File: src/rtl/lpm_pkg.sv
package lpm_pkg;

  // Strobes raised by the datapath for the current cycle
  typedef struct packed {
    logic evalEdge;  // judged falling edge of the line signal
    logic longP;     // running count above the long limit
    logic shortP;    // running count below the short limit
    logic timeout;   // count has reached saturation
  } lpm_meas_t;

  // Strobes returned by the control
  typedef struct packed {
    logic latchPeriod;
  } lpm_ctl_t;

endpackage

File: src/rtl/lpm_datapath.sv
module lpm_datapath
  import lpm_pkg::*;
#(
  parameter int CNT_W     = 16,
  parameter int LONG_LIM  = 32768,
  parameter int SHORT_LIM = 8192
) (
  input  logic             clk,
  input  logic             rstN,
  input  logic             tickEn,
  input  logic             lineDir,
  input  lpm_ctl_t         ctl,
  output lpm_meas_t        meas,
  output logic [CNT_W-1:0] periodVal
);

  localparam logic [CNT_W-1:0] SAT_C   = CNT_W'(LONG_LIM + 1);
  localparam logic [CNT_W-1:0] LONG_C  = CNT_W'(LONG_LIM);
  localparam logic [CNT_W-1:0] SHORT_C = CNT_W'(SHORT_LIM);

  logic             linePrev;
  logic             armed;
  logic [CNT_W-1:0] cnt;
  logic             fallEdge;

  assign fallEdge = linePrev & ~lineDir;

  always_comb begin
    meas.evalEdge = fallEdge & armed;
    meas.longP    = cnt > LONG_C;
    meas.shortP   = cnt < SHORT_C;
    meas.timeout  = cnt == SAT_C;
  end

  always_ff @(posedge clk) begin
    if (!rstN) begin
      linePrev  <= 1'b0;
      armed     <= 1'b0;
      cnt       <= '0;
      periodVal <= '0;
    end else begin
      linePrev <= lineDir;
      if (ctl.latchPeriod) periodVal <= cnt;
      if (fallEdge) begin
        armed <= 1'b1;
        cnt   <= tickEn ? CNT_W'(1) : '0;
      end else if (tickEn && cnt != SAT_C) begin
        cnt <= cnt + CNT_W'(1);
      end
    end
  end

endmodule

File: src/rtl/lpm_control.sv
module lpm_control
  import lpm_pkg::*;
#(
  parameter int VRMS_W  = 11,
  parameter int LOW_V   = 64,
  parameter int HIGH_V  = 128,
  parameter int STRIKES = 3
) (
  input  logic              clk,
  input  logic              rstN,
  input  lpm_meas_t         meas,
  input  logic [VRMS_W-1:0] vRms,
  output lpm_ctl_t          ctl,
  output logic              bfrFlag
);

  localparam int SW = $clog2(STRIKES + 1);
  localparam logic [SW-1:0] LAST_C = SW'(STRIKES - 1);

  logic [SW-1:0] strikes;
  logic          freqErr;
  logic          lowV;

  always_comb ctl.latchPeriod = meas.evalEdge & ~meas.longP & ~meas.shortP;

  always_ff @(posedge clk) begin
    if (!rstN) begin
      strikes <= '0;
      freqErr <= 1'b0;
    end else if (meas.evalEdge) begin
      if (meas.longP) begin
        freqErr <= 1'b1;
        strikes <= '0;
      end else if (meas.shortP) begin
        if (strikes == LAST_C) freqErr <= 1'b1;
        else strikes <= strikes + SW'(1);
      end else begin
        freqErr <= 1'b0;
        strikes <= '0;
      end
    end else if (meas.timeout) begin
      freqErr <= 1'b1;
      strikes <= '0;
    end
  end

  always_ff @(posedge clk) begin
    if (!rstN) lowV <= 1'b0;
    else if (vRms < VRMS_W'(LOW_V)) lowV <= 1'b1;
    else if (vRms > VRMS_W'(HIGH_V)) lowV <= 1'b0;
  end

  assign bfrFlag = freqErr | lowV;

endmodule

File: src/rtl/line_period_monitor.sv
module line_period_monitor
  import lpm_pkg::*;
#(
  parameter int LONG_EXP  = 15,
  parameter int SHORT_EXP = 13,
  parameter int STRIKES   = 3,
  parameter int VRMS_W    = 11,
  parameter int LOW_V     = 64,
  parameter int HIGH_V    = 128
) (
  input  logic                clk,
  input  logic                rstN,
  input  logic                tickEn,
  input  logic                lineDir,
  input  logic [VRMS_W-1:0]   vRms,
  input  logic                freqOverride,
  output logic [LONG_EXP:0]   periodVal,
  output logic                bfrFlag,
  output logic                powerEn
);

  localparam int CNT_W     = LONG_EXP + 1;
  localparam int LONG_LIM  = 2 ** LONG_EXP;
  localparam int SHORT_LIM = 2 ** SHORT_EXP;

  lpm_meas_t meas;
  lpm_ctl_t  ctl;

  lpm_datapath #(
    .CNT_W(CNT_W), .LONG_LIM(LONG_LIM), .SHORT_LIM(SHORT_LIM)
  ) u_dp (
    .clk(clk), .rstN(rstN), .tickEn(tickEn), .lineDir(lineDir),
    .ctl(ctl), .meas(meas), .periodVal(periodVal)
  );

  lpm_control #(
    .VRMS_W(VRMS_W), .LOW_V(LOW_V), .HIGH_V(HIGH_V), .STRIKES(STRIKES)
  ) u_ctl (
    .clk(clk), .rstN(rstN), .meas(meas), .vRms(vRms),
    .ctl(ctl), .bfrFlag(bfrFlag)
  );

  assign powerEn = ~bfrFlag | freqOverride;

endmodule

File: config.mk
export PLATFORM = sky130hd
export DESIGN_NAME = line_period_monitor
export DESIGN_NICKNAME = d
export VERILOG_FILES = /design/src/rtl/lpm_pkg.sv /design/src/rtl/lpm_datapath.sv /design/src/rtl/lpm_control.sv /design/src/rtl/line_period_monitor.sv
export SDC_FILE = /design/constraint.sdc
export NUM_CORES = 1
export LEC_CHECK = 0
export ABC_AREA = 0
export BUFFER_PORTS_ARGS = -buffer_cell sky130_fd_sc_hd__buf_2
export CORE_UTILIZATION = 55
export DETAILED_ROUTE_END_ITERATION = 12
export PLACE_DENSITY = 0.81
export SLEW_MARGIN = 20
export SYNTH_ARGS = -nofsm -noshare
export SYNTH_HDL_FRONTEND = slang
export SYNTH_SLANG_ARGS = --single-unit
File: constraint.sdc
create_clock -name clk -period 2.3 [get_ports clk]
set_clock_uncertainty 0.1 [all_clocks]
set_input_delay 0 -clock clk [delete_from_list [all_inputs] [get_ports clk]]
set_output_delay 0 -clock clk [all_outputs]
set_load 0.02 [all_outputs]
==> results.yml <==
logic_synthesis:
  syn_area_per_cell_um2: 8.79
  ys_types: 47
  ys_top_cells_by_count: "38 x dfxtp_1, 37 x nand2_1, 15 x a21oi_1, 15 x mux2i_1"
  syn_inst: 220
  syn-num-nets: 239
  synth.top_cells.by_area: "dfxtp_1 39%, mux2i_1 7.8%, nand2_1 7.2%"
  post-synth-top-count-cell: "dfxtp_1"
  async_flop_share_pct: 0
  ys_ff_latch: 38
  synthesis.area_mm2: 0.00193
  synth_edf_count: 0
  ys_warn_count: 0
  synth_top_area_share_pct: 39.3
  synth_area_leader_cell: "dfxtp_1"
  seq_area_frac_synth_pct: 39.3
  ys.flop_type: "dfxtp_1"
place:
  dpl-instance-area_mm2: 0.00213
  dp_hpwl_um: 2790
  place_congestion: 0.826
  place_ws_ps: 272
  portBuffers: 33
sta:
  tightest_slew_ps: 538
  rsz0062_at_grt: "no"
  fin_crit_ps: 2210
  setup_viol: 0
  fin_crit_sh_pct: 96.3
  maxSlewHeadroom_pct: 64.2
  finalSetupTns_ps: 0
  maxSlewViolCount: 0
  finalHoldViolCount: 0
  max_freq_mhz: 452
  postLayoutSetupSlackWorst_ps: 85.3
clock_network:
  clock_latency_ps: 340
  cts-root-buf: "clkbuf_4"
  cts_made_buffers: 5
  cts_max_level: 2
  clockBufferDepth: 2
  tritoncts: "done"
  cts.clk_slew.worst_paths_ps: 110
  clock_sinks: 38
global_route:
  grt_start_max_net_pins: 31
  grt_pass1_wl_um: 6690
  antenna_found_initial: 0
  grt_util_all_layers_pct: 24.3
  grt_pass1_vias: 1505
  overflow: 0
worst_setup_path:
  critPathArrivalTime_ps: 2400
  crit_slowest_cell: "dlygate4sd3_1"
  cp_cell_sequence: "inv_1, ha_1, nor4bb_2, and4_4, or3_1, a31oi_1, dlygate4sd3_1"
  cp-start-kind: "flop"
  critPathRequiredTime_ps: 2480
  cp-end-kind: "flop"
  critPathKind: "reg2reg"
  path_max_fanout: 5
  slowest_delay_ps: 570
cells_and_area:
  final_area_mm2: 0.00228
  diodes: 0
  utilization_pct: 67.8
  area_delta_synth_final_pct: 17.9
  fin_nets: 281
  drive_gt1_share_pct: 22.8
route:
  drt_iter0_drc: 121
  firstDrtPassIters: 4
  drc_errors: 0
  finalWirelength_um: 4130
  vias_per_cell: 5.84
  vias: 1804
  ant_nets: 0
  wire_per_inst_um: 13.4
power_and_ir_drop:
  p_seq_share_pct: 56.2
  pwr_density_cell_mw_per_mm2: 524
  pwr-share-comb_pct: 6.9
  ir_worst_vdd_v: 0.000343
  switching_power_mw: 0.271
  internal_power_mw: 0.925
  power.share.clock_pct: 36.9
  leakage_nw: 0.853
  swShare_pct: 22.6
run:
  max_cap_violations: 0
floorplanning:
  start_util_pct: 57.5
  core_region_area_mm2: 0.00336
  die-height_um: 61.3
  io-pin-count: 34
  die_width_um: 61.3
  die-area_mm2: 0.00376
  rows: 21
hold_path:
  hold_class: "in2out"
outcome:
  status: "complete, no violations"
[layout make-up]
cell class	count	area, um^2
clock buffer	5	37.5
clock inverter	3	40.0
fill	294	1080
inverter	7	26.3
multi-input combinational	164	1080
sequential	38	763
tap	46	57.6
timing repair buffer	46	278
[metrics by stage]
| step | hold slack (ps) | total power, mW | std cells |
|---|---|---|---|
| floorplan | -23.3 | 0.732 | 220 |
| global placement | 67.4 | 0.758 | 293 |
| detailed placement | 66.5 | 0.759 | 293 |
| CTS | 213 | 1.20 | 307 |
| global route | 253 | 1.25 | 309 |
| finish | 211 | 1.20 | 309 |
[per-layer routing]
layer	vias up	routed length [um]	part of all wire, %	GRT usage (%)
met2	46	1970	48	38.4
met1	850	1920	46	32.4
met5	-	0	0	0
met3	6	203	4.9	8.19
li1	902	-	-	-
met4	0	44	1.1	4.87
[power by group through the flow]
| stage | Clock [mW] | Sequential (mW) | Combinational, mW |
|---|---|---|---|
| floorplan | 0 | 0.684 | 0.0486 |
| global placement | 0 | 0.685 | 0.0730 |
| detailed placement | 0 | 0.685 | 0.0733 |
| CTS | 0.449 | 0.671 | 0.0817 |
| global route | 0.483 | 0.673 | 0.0918 |
| finish | 0.442 | 0.672 | 0.0823 |
[cells in the final DEF, fill, tap and decap left out, types with 7 or more instances in the layout]
cell type  netlist  final
dfxtp_1         38     36
nand3_1         10     10
nand2_1         37     37
or4_1           11     11
nor2_1          11     11
buf_2            1     33
mux2i_1         15     15
a21oi_1         15     15
o31ai_1         10     10
buf_4            1      7
[what timing repair did]
item / CTS / global route
endpoints found under the hold margin: 9 / 0
setup buffers: 0 / 2
hold buffers: 6 / 0
gates resized for setup: 0 / 2
endpoints found under the setup margin: 0 / 1
[critical path, delay by kind of cell, from the launching register on]
kind | cells | cell delay (ps)
adder cells (fa/ha/maj) | 1 | 170
AND/OR/NAND/NOR | 3 | 700
flip-flops | 1 | 390
buffers and inverters | 2 | 640
AO/OA/AOI/OAI | 1 | 150
[cell families after synthesis]
kind of cell | count (synthesis) | synth area share, %
AND/OR/NAND/NOR | 104 | 31.8
AO/OA/AOI/OAI | 41 | 13.8
flip-flops | 38 | 39.3
buffers and inverters | 18 | 4.92
multiplexers | 15 | 7.76
adder cells (fa/ha/maj) | 3 | 1.94
XOR/XNOR | 1 | 0.453
[registers in the layout, summed over array words and instances, names as in the netlist]
| signal | count |
|---|---|
| u_ctl.strikes | 2 |
| u_ctl.freqErr | 1 |
| u_ctl.lowV | 1 |
| u_dp.cnt | 16 |
| u_dp.linePrev | 1 |
| u_dp.armed | 1 |
| u_dp.periodVal | 16 |
[worst paths after layout]
check                           cells past startpoint  slack, ps                 to              start
worst max register to register                      7         90        u_dp.cnt[0]        u_dp.cnt[1]
worst max-delay path                                7         90        u_dp.cnt[0]        u_dp.cnt[1]
worst min-delay path                                3        210            powerEn       freqOverride
worst min register to register                      2        360  u_dp.periodVal[0]  u_dp.periodVal[0]
Power figures use the tool's default switching activity.
